File: config.mk
export PLATFORM = sky130hd
export DESIGN_NAME = psram_async_ctrl
export DESIGN_NICKNAME = d
export VERILOG_FILES = /design/src/rtl/psram_async_ctrl.sv
export SDC_FILE = /design/constraint.sdc
export NUM_CORES = 1
export LEC_CHECK = 0
export CORE_MARGIN = 10
export CORE_UTILIZATION = 48
export CTS_BUF_LIST = sky130_fd_sc_hd__clkbuf_16
export DETAILED_ROUTE_END_ITERATION = 12
export PLACE_DENSITY = 0.89
export SYNTH_ARGS = -nofsm -noshare
export SYNTH_HDL_FRONTEND = slang
export SYNTH_SLANG_ARGS = --single-unit
File: constraint.sdc
create_clock -name clk -period 5.4 [get_ports clk]
set_input_delay 1.08 -clock clk [delete_from_list [all_inputs] [get_ports clk]]
set_output_delay 1.08 -clock clk [all_outputs]
set_load 0.005 [all_outputs]
File: src/rtl/psram_async_ctrl.sv
module psram_async_ctrl #(
  parameter int AW    = 22,
  parameter int T_AA  = 7,
  parameter int T_PA  = 3,
  parameter int T_WP  = 5,
  parameter int T_CSM = 12,
  parameter int T_REC = 2
) (
  input  logic          clk,
  input  logic          rst_n,
  input  logic          req_valid,
  output logic          req_ready,
  input  logic [1:0]    req_op,
  input  logic [AW-1:0] req_addr,
  input  logic [1:0]    req_len,
  input  logic [1:0]    req_be,
  input  logic [15:0]   req_wdata,
  output logic          rsp_valid,
  output logic [15:0]   rsp_data,
  output logic          mem_clk,
  output logic          mem_cs_n,
  output logic          mem_adv_n,
  output logic          mem_oe_n,
  output logic          mem_we_n,
  output logic          mem_cre,
  output logic          mem_lb_n,
  output logic          mem_ub_n,
  output logic [AW-1:0] mem_addr,
  output logic [15:0]   dq_out,
  output logic          dq_oe,
  input  logic [15:0]   dq_in
);

  localparam int TM = (T_CSM > T_REC) ? T_CSM : T_REC;
  localparam int CW = $clog2(TM + 2);

  typedef enum logic [2:0] {S_IDLE, S_RD, S_GAP, S_WR, S_HOLD, S_REC} st_t;

  st_t           st;
  logic [CW-1:0] cnt;
  logic [CW-1:0] cs_run;
  logic [1:0]    idx;
  logic [1:0]    last;
  logic          first;
  logic          is_cfg;
  logic [1:0]    be_q;
  logic [AW-1:0] base;
  logic [15:0]   wd;
  logic [CW-1:0] wait_end;
  logic          cs_act;
  logic          page_fits;

  assign wait_end  = first ? CW'(T_AA - 1) : CW'(T_PA - 1);
  assign page_fits = (int'(cs_run) + 1 + T_PA) <= T_CSM;

  always_ff @(posedge clk or negedge rst_n) begin
    if (!rst_n) begin
      st        <= S_IDLE;
      cnt       <= '0;
      cs_run    <= '0;
      idx       <= '0;
      last      <= '0;
      first     <= 1'b1;
      is_cfg    <= 1'b0;
      be_q      <= 2'b11;
      base      <= '0;
      wd        <= '0;
      rsp_valid <= 1'b0;
      rsp_data  <= '0;
    end else begin
      rsp_valid <= 1'b0;
      case (st)
        S_IDLE: if (req_valid) begin
          is_cfg <= req_op[1];
          base   <= req_addr;
          last   <= (req_op != 2'b00) ? 2'd0 : req_len;
          be_q   <= (req_op[1] || req_be == 2'b00) ? 2'b11 : req_be;
          wd     <= req_wdata;
          cnt    <= '0;
          cs_run <= '0;
          idx    <= '0;
          first  <= 1'b1;
          st     <= req_op[0] ? S_WR : S_RD;
        end
        S_RD: begin
          cs_run <= cs_run + 1'b1;
          if (cnt == wait_end) begin
            rsp_valid <= 1'b1;
            rsp_data  <= dq_in;
            cnt       <= '0;
            idx       <= idx + 1'b1;
            first     <= 1'b0;
            if (idx == last)     st <= S_REC;
            else if (!page_fits) begin
              st    <= S_GAP;
              first <= 1'b1;
            end
          end else begin
            cnt <= cnt + 1'b1;
          end
        end
        S_GAP: begin
          if (cnt == CW'(T_REC - 1)) begin
            cnt    <= '0;
            cs_run <= '0;
            st     <= S_RD;
          end else begin
            cnt <= cnt + 1'b1;
          end
        end
        S_WR: begin
          if (cnt == CW'(T_WP - 1)) begin
            cnt <= '0;
            st  <= S_HOLD;
          end else begin
            cnt <= cnt + 1'b1;
          end
        end
        S_HOLD: st <= S_REC;
        S_REC: begin
          if (cnt == CW'(T_REC - 1)) begin
            cnt <= '0;
            st  <= S_IDLE;
          end else begin
            cnt <= cnt + 1'b1;
          end
        end
        default: st <= S_IDLE;
      endcase
    end
  end

  assign cs_act    = (st == S_RD) || (st == S_WR);
  assign req_ready = (st == S_IDLE);
  assign mem_clk   = 1'b0;
  assign mem_cs_n  = ~cs_act;
  assign mem_adv_n = ~cs_act;
  assign mem_oe_n  = ~(st == S_RD);
  assign mem_we_n  = ~(st == S_WR);
  assign mem_cre   = cs_act & is_cfg;
  assign mem_lb_n  = ~(cs_act & be_q[0]);
  assign mem_ub_n  = ~(cs_act & be_q[1]);
  assign mem_addr  = {base[AW-1:2], base[1:0] + idx};
  assign dq_out    = wd;
  assign dq_oe     = (st == S_WR) || (st == S_HOLD);

endmodule

# Word-level counts from Yosys, hierarchy flattened
# Index checks and enable logic that the tools add are counted.
[op_classes] reduce_logical=16 eq_ne=15 n_bitwise=8 muxes=29 order_cmp=1 n_addsub=6
[op_table] operator="$mux W3" count=8
[op_table] operator="$mux W4" count=5
[op_table] operator="$pmux W3 S6" count=1
[op_table] operator="$pmux W4 S4" count=1
[op_table] operator="$pmux W4 S3" count=1
[op_table] operator="$mux W2" count=5
[op_table] operator="$ne A2 B2 Y1 const B" count=5
[op_table] operator="$add A4 B1 Y4 const B" count=2
[op_table] operator="$add A5 B2 Y6 const B" count=1
[op_table] operator="$eq A3 B2 Y1 const B" count=2
[op_table] operator="$eq A3 B3 Y1 const B" count=2
[op_table] operator="$le A6 B4 Y1 const B" count=1
[op_table] operator="$mux W1" count=6
[op_table] operator="$reduce_and A2 Y1" count=3
[op_table] operator="$reduce_and A3 Y1" count=2
[op_table] operator="$reduce_and A6 Y1" count=1
[op_table] operator="$add A4 B1 Y5 const B" count=1
[op_table] operator="$not A1 Y1" count=5
[op_table] operator="$eq A4 B1 Y1 const B" count=1
[op_table] operator="$eq A4 B3 Y1" count=1
[op_table] operator="$eq A4 B3 Y1 const B" count=1
[op_table] operator="$pmux W2 S2" count=1
[op_table] operator="$reduce_bool A2 Y1" count=2
[op_table] operator="$reduce_bool A4 Y1" count=1
[op_table] operator="12 further kinds" count=16
[totals] ff_bits=74 out_inout_bits=65 wordCells=87 input_bits=63

# Logic depth before layout (Yosys ltp)
[logic_depth] depth_word=7 mapped_depth=7 depth_no_buf=7

# Worst setup path after synthesis
# No wires, ideal clock.
[synth_path] path_kind="register -> output" start="register st[0]" end="output mem_oe_n" path_stages_with_launch=5 slack_ps=3283 t_required_ps=4320 path_buffers=1 t_arrival_ps=1037 path_cell_list="dfrtp_1 -> buf_6 -> or2b_1 -> nor2_1 -> inv_1"
[synth_via] elab_chain_len=2
[synth_lines] element="from (decl)" line="39" text="st_t st;"
[synth_lines] element="from (signal assigned)" line="83" text="st <= req_op[0] ? S_WR : S_RD;"
[synth_lines] element="$eq A3 B1 Y1" line="138" text="assign mem_oe_n = ~(st == S_RD);"
[synth_lines] element="$not A1 Y1" line="138"
[synth_lines] element="to (decl)" line="23" text="output logic mem_oe_n,"
# Every way passes these cells.

# Worst setup path after layout
[layout_path] start="register st[1]" end="output mem_oe_n"
# Same word-level chain as after synthesis.

==> impl_results.md <==
* Hold_buf cts at 0
* Biggest cell delay along the critical path at 0.51 ns
* Least-Margin Pin Slew at 0.951 ns
* RSZ-0062 raised after global routing: false
* Worst-case clock skew at 0.00421 ns
* Flop2flop setup slack at 2.66 ns
* Std-Cell Rows at 30
* Routed Wire Length at 8900 µm
* Placed instance count at 548
* Top cells by area in the synthesized netlist: sky130_fd_sc_hd__dfrtp_1 (52%), sky130_fd_sc_hd__nand2_1 (15%), sky130_fd_sc_hd__mux2_2 (5.3%)
* Cell with the largest stage delay on the worst path: sky130_fd_sc_hd__dfrtp_1
* Die width at 104 µm
* Global route total overflow at 0
* Post-Place Cell Area at 4560 µm²
* Post-CTS setup-driven buffer insertion count at 0
* Core outline area at 6830 µm²
* Starting density of the core at 49.9%
* Combined global-route utilization of all metal layers at 16.4%
* Power density of the placed cells at 580 nW/µm²
* Syn Nets at 431
* Crit start category: flip-flop
* Clock root buffer: sky130_fd_sc_hd__clkbuf_16
* Fmax at 0.307 GHz
* Final std cell area, no fill at 4900 µm²
* Start-to-end type of the worst setup path: reg2out
* Die Y at 104 µm
* Synth Warn # at 0
* Placed wire-length estimate after detailed placement at 6600 µm
* Ratio of routed vias to standard cells at 4.88
* Leakage power summed over all cells at 2.29 nW
* Post-route minimum period at 3.26 ns
* FILL cells at 528
* Full die area at 10900 µm²
* Top-level I/O count at 128
* Number of distinct library cells after synthesis at 41
* Worst hold path class: reg2reg
* Share of post-route cells with drive strength above 1 at 8.33%
* Category of the worst setup path capture point: primary output
* CTS tree: yes
* Number of failing setup endpoints in the final timing report at 0
* Sequential-to-total area share from yosys stat at 54.4%
* Worst-skew pair later-pin latency at 0.32 ns
* Total CTS buffers at 9
* Slew margin rel. at 36.5%
* Post-cts resize count at 0
* Max cap viols at 0
* Most common library cell in the layout ignoring fill and taps: sky130_fd_sc_hd__nand2_1
* Cell area after synthesis at 3410 µm²
* Number of antenna violations at the first check in global routing at 0
* Post-synthesis async set-or-reset flop share at 100%
* Number of max-slew violations in the final report at 0
* Data required, critical path at 4.32 ns
* Most used DFF post-synth: sky130_fd_sc_hd__dfrtp_1
* Initial detailed-routing violation count at 155
* Portion of synthesized cell area occupied by the leading cell type at 52.1%
* Number of nets still failing antenna checks after routing at 0
* Pin count of the biggest net entering global routing at 75
* P&R area growth vs syn at 43.5%
* Peak fanout along the critical path at 14
* Final Core Density at 71.7%
* Ant diodes at 0
* First-pass GRT wire length at 14700 µm
* Cell taking the most area after synthesis: sky130_fd_sc_hd__dfrtp_1
* Synthesized netlist cell count at 361
* Result of the run: complete, no violations
* Cell Count, Final, Fillers Out at 564
* Leading cell types in the layout, fill and taps excluded: sky130_fd_sc_hd__nand2_1 (133), sky130_fd_sc_hd__clkdlybuf4s50_1 (125), sky130_fd_sc_hd__dfrtp_1 (71), sky130_fd_sc_hd__nor2_1 (18), sky130_fd_sc_hd__mux2_2 (16)
* Setup TNS Final at 0 ns
* NumNets Final at 533
* Clock net sink count at 74
* Average cell area after synthesis at 9.45 µm²
* Cell breakdown of the critical path: or2b_1, nor2_1, inv_1, clkdlybuf4s50_1
* Routability-driven placement congestion ratio at 0.832
* DR vias at 2755
* Number of I/O port buffers at 126
* Clock transition at the registers of the reported paths at 0.06 ns
* Vias in the first global route at 2932
* Arrival time at the worst endpoint at 2.18 ns
* Number of detailed-routing iterations run before antenna repair at 5
* Worst ir drop on vdd at 0.291 mV
* Routed wire per std cell at 15.8 µm
* Number of synthesized flops with an enable pin at 0
* Period utilization at 60.4%
* DR DRC count at 0
* Clock tree buffer depth at 2
* Fin. Hold Viols at 0
* H-tree levels at 3
* Flop and latch count out of synthesis at 74
## cells by family (layout without fill, tap and decap cells)
family                   Yosys count  count (layout)  share of synthesized area [%]
multiplexers                      17              17                           5.58
XOR/XNOR                           5               5                           1.28
adder cells (fa/ha/maj)            7               7                           2.57
other                              1               1                          0.110
flip-flops                        74              74                           54.4
AO/OA/AOI/OAI                     30              30                           5.61
buffers and inverters             47             154                           8.22
AND/OR/NAND/NOR                  180             180                           22.2
## where the power goes
group,internal [W],leakage (nW),total (W),switching [W]
Combinational,0.000684,1.22,0.00118,0.000498
Clock,0.000446,0.162,0.000668,0.000222
Sequential,0.000813,0.914,0.000988,0.000175
Total,0.00194,2.29,0.00284,0.000895
## worst paths after layout
path / start / to / cells past startpoint
worst max-delay path: st[1] / mem_oe_n / 4
worst min-delay path: base[2] / base[2] / 2
min in group asynchronous: rst_n / cs_run[0] / 1
worst max register to register: cnt[0] / rsp_data[7] / 5
max in group asynchronous: rst_n / dq_out[0] / 1
worst min register to register: base[2] / base[2] / 2
## through the flow
step | worst slack (ns) | hold slack, ns | power, W
floorplan | 3.28 | 0.437 | 0.00160
global placement | 2.33 | 0.451 | 0.00214
detailed placement | 2.33 | 0.463 | 0.00219
CTS | 2.15 | 0.479 | 0.00287
global route | 2.02 | 0.489 | 0.00305
finish | 2.14 | 0.476 | 0.00284
## synth_stat cells, types with 2 or more instances
cell / n
sky130_fd_sc_hd__a21oi_1: 5
sky130_fd_sc_hd__a31oi_1: 2
sky130_fd_sc_hd__and2_1: 3
sky130_fd_sc_hd__buf_2: 2
sky130_fd_sc_hd__buf_4: 23
sky130_fd_sc_hd__buf_6: 2
sky130_fd_sc_hd__clkbuf_1: 10
sky130_fd_sc_hd__dfrtp_1: 71
sky130_fd_sc_hd__dfstp_2: 3
sky130_fd_sc_hd__ha_1: 7
sky130_fd_sc_hd__inv_1: 10
sky130_fd_sc_hd__mux2_2: 16
sky130_fd_sc_hd__nand2_1: 133
sky130_fd_sc_hd__nand3_1: 6
sky130_fd_sc_hd__nand4b_1: 2
sky130_fd_sc_hd__nor2_1: 18
sky130_fd_sc_hd__nor3_1: 9
sky130_fd_sc_hd__nor3b_1: 2
sky130_fd_sc_hd__o21ai_0: 12
sky130_fd_sc_hd__xnor2_1: 2
sky130_fd_sc_hd__xor2_1: 3
## state kept, by name, indices dropped and copies added (netlist names)
register   flops
st             3
rsp_valid      1
rsp_data      16
idx            2
cs_run         4
first          1
dq_out        16
be_q           2
last           2
is_cfg         1
base          22
cnt            4
## layout make-up
cell class / instances / area [µm²] / area share, %
Clock inverter: 7 / 109 / 2.22
Clock buffer: 9 / 225 / 4.60
Tap cell: 96 / 120 / 2.45
Sequential cell: 74 / 1860 / 37.9
Multi-Input combinational cell: 240 / 1270 / 26.0
Inverter: 10 / 37.5 / 0.767
Timing Repair Buffer: 128 / 1270 / 26.0
## worst max-delay path: cells and delay by family (launching register included)
family	cells	cell delay (ns)
simple gates	2	0.67
flops	1	0.51
buf+inv	2	0.68
## routing by layer
layer / global-route usage, % / up-vias / wire [µm]
met5: 0 / - / 0
li1: - / 1347 / -
met2: 26.6 / 106 / 4390
met1: 18.6 / 1291 / 3550
met4: 6.06 / 0 / 108
met3: 7.37 / 11 / 858
No activity file was read; power rests on OpenSTA's default activity.
